$ cat src/rtl/ebw_pkg.sv
package ebw_pkg;
  typedef enum logic [1:0] {
    MODE_COUNT = 2'd0,
    MODE_ACK   = 2'd1,
    MODE_BOTH  = 2'd2,
    MODE_BOTH2 = 2'd3
  } ebw_mode_e;

  typedef enum logic [2:0] {
    ST_IDLE,
    ST_ARM,
    ST_SETUP,
    ST_STROBE,
    ST_ACKSEEN,
    ST_RELEASE,
    ST_TAIL,
    ST_HOLD
  } ebw_state_e;
endpackage

$ cat src/rtl/ebw_clkgen.sv
module ebw_clkgen #(
  parameter int RATIO_W = 4
) (
  input  logic               clk,
  input  logic               rst,
  input  logic [RATIO_W-1:0] ratio,
  output logic               pclk,
  output logic               rise_tick,
  output logic               fall_tick
);
  logic [RATIO_W-1:0] div_cnt;
  logic               wrap;

  assign wrap      = (div_cnt >= ratio);
  assign rise_tick = wrap && !pclk;
  assign fall_tick = wrap && pclk;

  always_ff @(posedge clk) begin
    if (rst) begin
      div_cnt <= '0;
      pclk    <= 1'b0;
    end else if (wrap) begin
      div_cnt <= '0;
      pclk    <= ~pclk;
    end else begin
      div_cnt <= div_cnt + 1'b1;
    end
  end
endmodule

$ cat src/rtl/ebw_waitcnt.sv
module ebw_waitcnt #(
  parameter int WAIT_W = 4
) (
  input  logic              clk,
  input  logic              rst,
  input  logic              load,
  input  logic [WAIT_W-1:0] load_val,
  input  logic              dec,
  output logic              expired
);
  logic [WAIT_W-1:0] remain;

  assign expired = (remain == '0);

  always_ff @(posedge clk) begin
    if (rst)
      remain <= '0;
    else if (load)
      remain <= load_val;
    else if (dec && !expired)
      remain <= remain - 1'b1;
  end
endmodule

$ cat src/rtl/ebw_seq.sv
module ebw_seq
  import ebw_pkg::*;
(
  input  logic clk,
  input  logic rst,
  input  logic rise,
  input  logic fall,
  input  logic start,
  input  logic use_ack,
  input  logic ack,
  input  logic wait_done,
  input  logic hold,
  output logic busy,
  output logic cs,
  output logic wr,
  output logic oe,
  output logic wait_load,
  output logic wait_dec
);
  ebw_state_e st;

  assign wait_load = (st == ST_SETUP) && fall;
  assign wait_dec  = (st == ST_STROBE) && rise;

  always_ff @(posedge clk) begin
    if (rst) begin
      st   <= ST_IDLE;
      busy <= 1'b0;
      cs   <= 1'b0;
      wr   <= 1'b0;
      oe   <= 1'b0;
    end else begin
      unique case (st)
        ST_IDLE: if (start) begin
          st   <= ST_ARM;
          busy <= 1'b1;
        end
        ST_ARM: if (rise) begin
          st <= ST_SETUP;
          cs <= 1'b1;
        end
        ST_SETUP: if (fall) begin
          st <= ST_STROBE;
          wr <= 1'b1;
        end
        ST_STROBE: if (rise) begin
          oe <= 1'b1;
          if (!wait_done)          st <= ST_STROBE;
          else if (use_ack && !ack) st <= ST_STROBE;
          else if (use_ack)        st <= ST_ACKSEEN;
          else                     st <= ST_RELEASE;
        end
        ST_ACKSEEN: if (rise) st <= ST_RELEASE;
        ST_RELEASE: if (fall) begin
          st <= ST_TAIL;
          wr <= 1'b0;
        end
        ST_TAIL: if (rise) begin
          if (hold) begin
            st <= ST_HOLD;
          end else begin
            st   <= ST_IDLE;
            cs   <= 1'b0;
            oe   <= 1'b0;
            busy <= 1'b0;
          end
        end
        ST_HOLD: if (rise) begin
          st   <= ST_IDLE;
          cs   <= 1'b0;
          oe   <= 1'b0;
          busy <= 1'b0;
        end
        default: st <= ST_IDLE;
      endcase
    end
  end
endmodule

$ cat src/rtl/ebw_write_ctrl.sv
module ebw_write_ctrl
  import ebw_pkg::*;
#(
  parameter int ADDR_W  = 16,
  parameter int DATA_W  = 16,
  parameter int WAIT_W  = 4,
  parameter int RATIO_W = 4
) (
  input  logic               clk,
  input  logic               rst,
  input  logic [RATIO_W-1:0] cfg_ratio,
  input  logic [1:0]         cfg_mode,
  input  logic [WAIT_W-1:0]  cfg_wait,
  input  logic               cfg_hold,
  input  logic               req,
  input  logic [ADDR_W-1:0]  req_addr,
  input  logic [DATA_W-1:0]  req_data,
  output logic               busy,
  output logic               bus_clk,
  output logic               bus_cs,
  output logic               bus_wr,
  output logic               bus_oe,
  output logic [ADDR_W-1:0]  bus_addr,
  output logic [DATA_W-1:0]  bus_data,
  input  logic               bus_ack
);
  logic              rise_tick, fall_tick;
  logic              accept;
  logic              wait_load, wait_dec, wait_done;
  logic [WAIT_W-1:0] wait_q;
  logic              use_ack_q, hold_q;
  ebw_mode_e         mode_in;

  assign mode_in = ebw_mode_e'(cfg_mode);
  assign accept  = req && !busy;

  // Request capture: configuration and payload are frozen per access
  always_ff @(posedge clk) begin
    if (rst) begin
      wait_q    <= '0;
      use_ack_q <= 1'b0;
      hold_q    <= 1'b0;
      bus_addr  <= '0;
      bus_data  <= '0;
    end else if (accept) begin
      wait_q    <= (mode_in == MODE_ACK) ? '0 : cfg_wait;
      use_ack_q <= (mode_in != MODE_COUNT);
      hold_q    <= cfg_hold;
      bus_addr  <= req_addr;
      bus_data  <= req_data;
    end
  end

  ebw_clkgen #(.RATIO_W(RATIO_W)) u_clkgen (
    .clk       (clk),
    .rst       (rst),
    .ratio     (cfg_ratio),
    .pclk      (bus_clk),
    .rise_tick (rise_tick),
    .fall_tick (fall_tick)
  );

  ebw_waitcnt #(.WAIT_W(WAIT_W)) u_waitcnt (
    .clk      (clk),
    .rst      (rst),
    .load     (wait_load),
    .load_val (wait_q),
    .dec      (wait_dec),
    .expired  (wait_done)
  );

  ebw_seq u_seq (
    .clk       (clk),
    .rst       (rst),
    .rise      (rise_tick),
    .fall      (fall_tick),
    .start     (accept),
    .use_ack   (use_ack_q),
    .ack       (bus_ack),
    .wait_done (wait_done),
    .hold      (hold_q),
    .busy      (busy),
    .cs        (bus_cs),
    .wr        (bus_wr),
    .oe        (bus_oe),
    .wait_load (wait_load),
    .wait_dec  (wait_dec)
  );
endmodule

$ cat config.mk
export PLATFORM = sky130hd
export DESIGN_NAME = ebw_write_ctrl
export DESIGN_NICKNAME = d
export VERILOG_FILES = /design/src/rtl/ebw_pkg.sv /design/src/rtl/ebw_clkgen.sv /design/src/rtl/ebw_waitcnt.sv /design/src/rtl/ebw_seq.sv /design/src/rtl/ebw_write_ctrl.sv
export SDC_FILE = /design/constraint.sdc
export NUM_CORES = 1
export LEC_CHECK = 0
export BUFFER_PORTS_ARGS = -buffer_cell sky130_fd_sc_hd__buf_2
export CAP_MARGIN = 15
export CORE_MARGIN = 2
export CORE_UTILIZATION = 52
export CTS_BUF_LIST = sky130_fd_sc_hd__clkbuf_16
export DETAILED_ROUTE_END_ITERATION = 16
export GPL_TIMING_DRIVEN = 0
export PLACE_DENSITY = 0.9
export SYNTH_ARGS = -nofsm -noshare
export SYNTH_HDL_FRONTEND = slang
export SYNTH_SLANG_ARGS = --single-unit
$ cat constraint.sdc
create_clock -name clk -period 4.3 [get_ports clk]
set_input_delay 0.86 -clock clk [delete_from_list [all_inputs] [get_ports clk]]
set_output_delay 0.86 -clock clk [all_outputs]
set_load 0.01 [all_outputs]
==> results.sh, run 1 <==
export IMPL_status="finished, final reports clean"
export IMPL_port_buffer_count=83
export IMPL_vias_per_cell=5.22
export IMPL_cts_tree="done"
export IMPL_fin_util_pct=68.4
export IMPL_initial_core_util_pct=53.3
export IMPL_core_area_um2=4290
export IMPL_wire_per_inst_um=13.0
export IMPL_power_frac_seq_pct=41.3
export IMPL_power_frac_clock_pct=32.4
export IMPL_intPower_mw=0.983
export IMPL_maxCapViolCount=0
export IMPL_drt_total_wl_mm=5.49
export IMPL_synth_xor_area_share_pct=2.30
export IMPL_die_height_um=70.3
export IMPL_grt_start_max_net_pins=18
export IMPL_diodes=0
export IMPL_rows=24
export IMPL_synth_seq_area_share_pct=47.2
export IMPL_synth_compound_area_share_pct=17.7
export IMPL_drive_gt1_share_pct=28.3
export IMPL_layout_cells_non_filler=423
export IMPL_clk_transition_reported_paths_ps=60
export IMPL_fin_crit_ps=2410
export IMPL_htree_levels=2
export IMPL_globalRouteOverflowTotal=0
export IMPL_power_frac_comb_pct=26.3
export IMPL_stdcell_area_um2=2940
export IMPL_max_freq_ghz=0.415
export IMPL_hold_ws_ps=453
export IMPL_dieArea_um2=4950
export IMPL_syn_nets=333
export IMPL_synth_top_cell_area_share_pct=47.2
export IMPL_clock_latency_ps=290
export IMPL_switchingPower_mw=0.423
export IMPL_swShare_pct=30.1
export IMPL_arrival_ps=2610
export IMPL_yosys_top_cells_area="dfxtp_1 (47%), nand2_1 (12%), a21oi_1 (8.3%)"
export IMPL_synth_top_family_by_area="simple AND/OR/NAND/NOR gates"
export IMPL_cellLeakagePower_nw=1.34
export IMPL_dr_pass1_iters=4
export IMPL_drc=0
export IMPL_ctsResizeCount=0
export IMPL_relSlewSlack_pct=57.1
export IMPL_grt_antenna_before_repair=0
export IMPL_cts_sinks=54
export IMPL_synth_distinct_cells=37
export IMPL_hpwl_mm=4.10
export IMPL_placed_cell_area_um2=2770
export IMPL_pin_count=84
export IMPL_r2r_end="u_waitcnt.remain[0]$_SDFFE_PP0P_"
export IMPL_numCtsBuffers=5
export IMPL_finalHoldViolCount=0
export IMPL_postCtsHoldBufs=0
export IMPL_synth_area_leader_cell="dfxtp_1"
export IMPL_root_buffer="clkbuf_16"
export IMPL_cp_max_fo=8
export IMPL_synth_warnings=0
export IMPL_rr_worst_depth=8
export IMPL_vdd_drop_max_uv=321
export IMPL_ant_nets=0
export IMPL_grt_pass1_vias=2141
export IMPL_worst_slew_pin_slew_ps=640
export IMPL_start_kind="input port"
export IMPL_fillers=342
export IMPL_syn_to_final_growth_pct=28.4
export IMPL_clock_skew_ps=6.84
export IMPL_r2r_setup_slack_ps=2110
export IMPL_muxShareOfSynthArea_pct=0.437
export IMPL_pre_cts_slack_ps=1630
export IMPL_die_width_um=70.3
export IMPL_worstSetupStartpoint="cfg_ratio[0]"
export IMPL_finalSetupTns_ps=0
export IMPL_total_power_mw=1.41
export IMPL_finalMaxSlewViolations=0
export IMPL_reg2reg_from="u_clkgen.div_cnt[0]$_SDFF_PP0_"
export IMPL_placed_cells=415
export IMPL_clockBufferDepth=2
export IMPL_worstSetupPathType="in -> reg"
export IMPL_synth_cells=280
export IMPL_rsz0062_at_grt="no"
export IMPL_setup_slack_ps=1890
export IMPL_yosys_area_share_simple_pct=23.5
export IMPL_crit_required_ps=4500
export IMPL_grt_first_pass_wirelength_mm=8.99
export IMPL_syn_mean_instance_area_um2=8.17
export IMPL_drt_iter0_drc=101
export IMPL_post_cts_setup_buffers=0
export IMPL_p_per_area_nw_per_um2=479
export IMPL_hold_class="reg -> reg"
export IMPL_vias=2207
export IMPL_nets=423
export IMPL_setup_viol=0
export IMPL_synth_area_um2=2290
export IMPL_worstSetupEndpoint="u_waitcnt.remain[0]$_SDFFE_PP0P_"
export IMPL_synth_ff_latch_count=54
export IMPL_min_period_over_period_pct=56.0
export IMPL_cp_end_kind="flip-flop"
export IMPL_place_congestion=0.866
export IMPL_grt_use_total_pct=22.8
export IMPL_synthAdderAreaFrac_pct=3.28
## worst min path at each step
stage                                              start                        endpoint  slack, ps  cells after the start
after floorplan           u_clkgen.div_cnt[0]$_SDFF_PP0_  u_clkgen.div_cnt[0]$_SDFF_PP0_        430                      1
after global placement          bus_addr[2]$_SDFFE_PP0P_        bus_addr[2]$_SDFFE_PP0P_        440                      2
after detailed placement       bus_addr[11]$_SDFFE_PP0P_       bus_addr[11]$_SDFFE_PP0P_        450                      2
after CTS                      bus_addr[11]$_SDFFE_PP0P_       bus_addr[11]$_SDFFE_PP0P_        460                      2
after global routing            bus_data[1]$_SDFFE_PP0P_        bus_data[1]$_SDFFE_PP0P_        480                      2
final                          bus_addr[11]$_SDFFE_PP0P_       bus_addr[11]$_SDFFE_PP0P_        450                      2
## registers in the layout, indices dropped and copies added (netlist names)
signal            count
u_seq.busy            1
u_seq.wr              1
u_seq.st              3
use_ack_q             1
bus_addr             16
bus_data             16
u_seq.oe              1
u_seq.cs              1
hold_q                1
wait_q                4
u_clkgen.pclk         1
u_waitcnt.remain      4
u_clkgen.div_cnt      4
## critical path, cell delays in order
cell and delay (ps):
buf_2 100, ha_1 270, nand2b_4 150, a2111oi_4 460, nor2_1 170, nand3_1 280
nor2_1 80, a211oi_1 230
## logic make-up (layout without fill, tap and decap cells)
| kind of cell | Yosys count | in the layout |
|---|---|---|
| and+or+nand+nor | 122 | 122 |
| adders and majority gates | 6 | 6 |
| muxes | 1 | 1 |
| xor gates and xnor gates | 6 | 6 |
| AOI/OAI and AO/OA | 63 | 63 |
| DFF | 54 | 54 |
| buffers and inverters | 28 | 119 |
## Yosys cell counts, drive strengths merged
cell     count
nand2       72
dfxtp       54
a21oi       38
nor2        22
clkbuf      12
inv         11
a211oi       7
nand3        7
a22oi        6
ha           6
nor3         6
buf          5
nand2b       4
nor2b        4
xnor2        3
xor2         3
a31oi        2
o211ai       2
o21a         2
o21ai        2
a2111oi      1
a21o         1
and2         1
and4         1
mux2i        1
nand4        1
nor3b        1
nor4         1
o2111ai      1
o41ai        1
or2          1
or2b         1
## cells in the final DEF, fill, tap and decap left out, types with 3 or more instances in the layout
master	instances
xnor2_1	3
buf_4	4
dfxtp_1	54
a21oi_1	38
clkbuf_16	5
nand2_1	72
clkbuf_1	12
nor2_1	22
inv_1	11
nand3_1	7
nor2b_1	4
xor2_1	3
ha_1	6
a211oi_1	5
nor3_1	5
a22oi_1	6
buf_2	83
nand2b_1	3
## power groups by stage
stage               sequential [mW]  clock [mW]  combinational, mW
global route                  0.586       0.481              0.412
CTS                           0.580       0.462              0.369
global placement              0.588           0              0.355
detailed placement            0.591           0              0.367
finish                        0.581       0.455              0.370
floorplan                     0.604           0              0.244
## layout make-up
cell class | instances | area [um2] | share of cell area (%)
well taps | 52 | 65.1 | 2.21
clock inverters | 3 | 43.8 | 1.49
flip-flops and latches | 54 | 1080 | 36.8
plain buffers | 17 | 86.3 | 2.94
multi-input cells | 198 | 1080 | 36.8
inverters | 11 | 41.3 | 1.41
clock buffers | 5 | 125 | 4.26
repair buffers | 83 | 415 | 14.1
## routing by layer
metal,vias to the layer above,wire (um),track usage (%)
li1,1117,-,-
met1,996,2210,25.0
met2,85,2700,39.8
met3,9,496,8.37
met4,0,91,8.55
met5,-,0,0
(Power assumes the default switching activity.)
==> run 2, diff against run 1 <==
--- a/config.mk
+++ b/config.mk
@@ -8,11 +8,11 @@
 export BUFFER_PORTS_ARGS = -buffer_cell sky130_fd_sc_hd__buf_2
 export CAP_MARGIN = 15
 export CORE_MARGIN = 2
-export CORE_UTILIZATION = 52
+export CORE_UTILIZATION = 44
 export CTS_BUF_LIST = sky130_fd_sc_hd__clkbuf_16
 export DETAILED_ROUTE_END_ITERATION = 16
 export GPL_TIMING_DRIVEN = 0
-export PLACE_DENSITY = 0.9
+export PLACE_DENSITY = 0.82
 export SYNTH_ARGS = -nofsm -noshare
 export SYNTH_HDL_FRONTEND = slang
 export SYNTH_SLANG_ARGS = --single-unit
==> constraint.sdc (replaced) <==
create_clock -name clk -period 2 [get_ports clk]
set_input_delay 0.4 -clock clk [delete_from_list [all_inputs] [get_ports clk]]
set_output_delay 0.4 -clock clk [all_outputs]
set_load 0.01 [all_outputs]
==> run 2 against run 1 <==
Net effect: clock power increased by 120%; first-iteration DRC count is 12% higher; die area up 17%; routed wire length grew 2.1%; register-to-register slack got worse by 2000 ps; worst hold slack lost 120 ps; combinational power rose by 140%; critical endpoint is now u_seq.st[0]$_SDFFE_PP0P_.
==> results.sh, run 2 (synthesized netlist as in run 1, its figures left out) <==
export IMPL_status="finished, final reports clean"
export IMPL_top_usage_layer="met2"
export IMPL_mostFrequentLayoutCells="buf_2 (83), nand2_1 (72), dfxtp_1 (53)"
export IMPL_worstSetupPathType="reg -> reg"
export IMPL_power_frac_clock_pct=32.1
export IMPL_dieArea_um2=5790
export IMPL_pin_count=84
export IMPL_worstSetupStartpoint="u_clkgen.div_cnt[0]$_SDFF_PP0_"
export IMPL_hold_ws_ps=333
export IMPL_ant_nets=0
export IMPL_drive_gt1_share_pct=31.0
export IMPL_core_area_um2=5070
export IMPL_swShare_pct=30.6
export IMPL_cts_sinks=54
export IMPL_grt_first_pass_wirelength_mm=9.07
export IMPL_finalMaxSlewViolations=0
export IMPL_drt_iter0_drc=113
export IMPL_syn_to_final_growth_pct=32.9
export IMPL_setup_slack_ps=103
export IMPL_numCtsBuffers=5
export IMPL_setup_viol=0
export IMPL_clockBufferDepth=2
export IMPL_grt_use_total_pct=19.1
export IMPL_placed_cell_area_um2=2790
export IMPL_die_width_um=76.1
export IMPL_pre_cts_slack_ps=-186
export IMPL_die_height_um=76.1
export IMPL_cp_max_fo=3
export IMPL_grt_use_met3_pct=5.45
export IMPL_finalSetupTns_ps=0
export IMPL_port_buffer_count=83
export IMPL_reg2reg_from="u_clkgen.div_cnt[0]$_SDFF_PP0_"
export IMPL_relSlewSlack_pct=66.9
export IMPL_crit_required_ps=2210
export IMPL_grt_antenna_before_repair=0
export IMPL_hold_class="in -> reg"
export IMPL_finalHoldViolCount=0
export IMPL_postCtsHoldBufs=0
export IMPL_wire_per_inst_um=12.5
export IMPL_arrival_ps=2110
export IMPL_vias=2209
export IMPL_start_kind="flip-flop"
export IMPL_largestRegisters="bus_addr: 16 flops, bus_data: 16 flops"
export IMPL_intPower_mw=2.17
export IMPL_cellLeakagePower_nw=1.37
export IMPL_layout_cells_non_filler=447
export IMPL_globalRouteOverflowTotal=0
export IMPL_place_congestion=0.870
export IMPL_diodes=0
export IMPL_cp_end_kind="flip-flop"
export IMPL_maxCapViolCount=0
export IMPL_worst_slew_pin_slew_ps=497
export IMPL_use_met2_pct=33.2
export IMPL_grt_start_max_net_pins=19
export IMPL_hpwl_mm=4.09
export IMPL_clock_latency_ps=290
export IMPL_grt_pass1_vias=2175
export IMPL_htree_levels=2
export IMPL_power_frac_seq_pct=39.9
export IMPL_nets=429
export IMPL_power_frac_comb_pct=28.0
export IMPL_dr_pass1_iters=4
export IMPL_final_common_cell="buf_2"
export IMPL_clk_transition_reported_paths_ps=70
export IMPL_total_power_mw=3.12
export IMPL_grt_use_met1_pct=22.2
export IMPL_clock_skew_ps=5.73
export IMPL_cts_tree="done"
export IMPL_drc=0
export IMPL_stdcell_area_um2=3040
export IMPL_p_per_area_nw_per_um2=1030
export IMPL_vias_per_cell=4.94
export IMPL_placed_cells=433
export IMPL_hp_start="req_data[14]"
export IMPL_root_buffer="clkbuf_16"
export IMPL_fin_util_pct=59.9
export IMPL_switchingPower_mw=0.956
export IMPL_vdd_drop_max_uv=680
export IMPL_min_period_over_period_pct=94.9
export IMPL_max_freq_ghz=0.527
export IMPL_initial_core_util_pct=45.1
export IMPL_rows=26
export IMPL_drt_total_wl_mm=5.61
export IMPL_fin_crit_ps=1900
[run 2: path summary, 6_finish.rpt]
kind | slack, ps | endpoint | cells past startpoint
min | 330 | bus_data[14]$_SDFFE_PP0P_ | 3
max reg2reg | 100 | u_seq.st[0]$_SDFFE_PP0P_ | 9
min reg2reg | 450 | bus_data[14]$_SDFFE_PP0P_ | 2
max | 100 | u_seq.st[0]$_SDFFE_PP0P_ | 9
[run 2: critical path: stages, from the launching register on]
cell	delay (ps)
dfxtp_2	330
inv_2	40
ha_4	220
nand2b_4	140
a2111oi_4	300
buf_4	190
a211oi_2	50
o21a_2	240
buf_4	140
a211oi_1	170
[run 2: power by group through the flow]
stage	sequential (mW)	clock [mW]	combinational (mW)
finish	1.25	1.00	0.873
CTS	1.25	1.01	0.838
detailed placement	1.27	0	0.792
floorplan	1.30	0	0.525
global placement	1.27	0	0.770
global route	1.26	1.06	0.974
[run 2: layer usage]
layer	vias up	wire (um)
met3	8	455
met4	0	74
li1	1129	-
met1	999	2350
met2	73	2720
met5	-	0
[run 2: area by class of cell]
class / count / area (um2)
multi-input cells: 199 / 1120
plain buffers: 17 / 86.3
fillers: 478 / 2030
inverters: 11 / 41.3
repair buffers: 88 / 453
flip-flops and latches: 54 / 1080
clock buffers: 5 / 125
well taps: 70 / 87.6
clock inverters: 3 / 47.5
[run 2: repair_timing]
item | CTS | global route
setup endpoints to repair | 5 | 12
cloned | 0 | 1
buffers inserted | 3 | 2
gates resized for setup | 3 | 4
pin swaps | 3 | 7
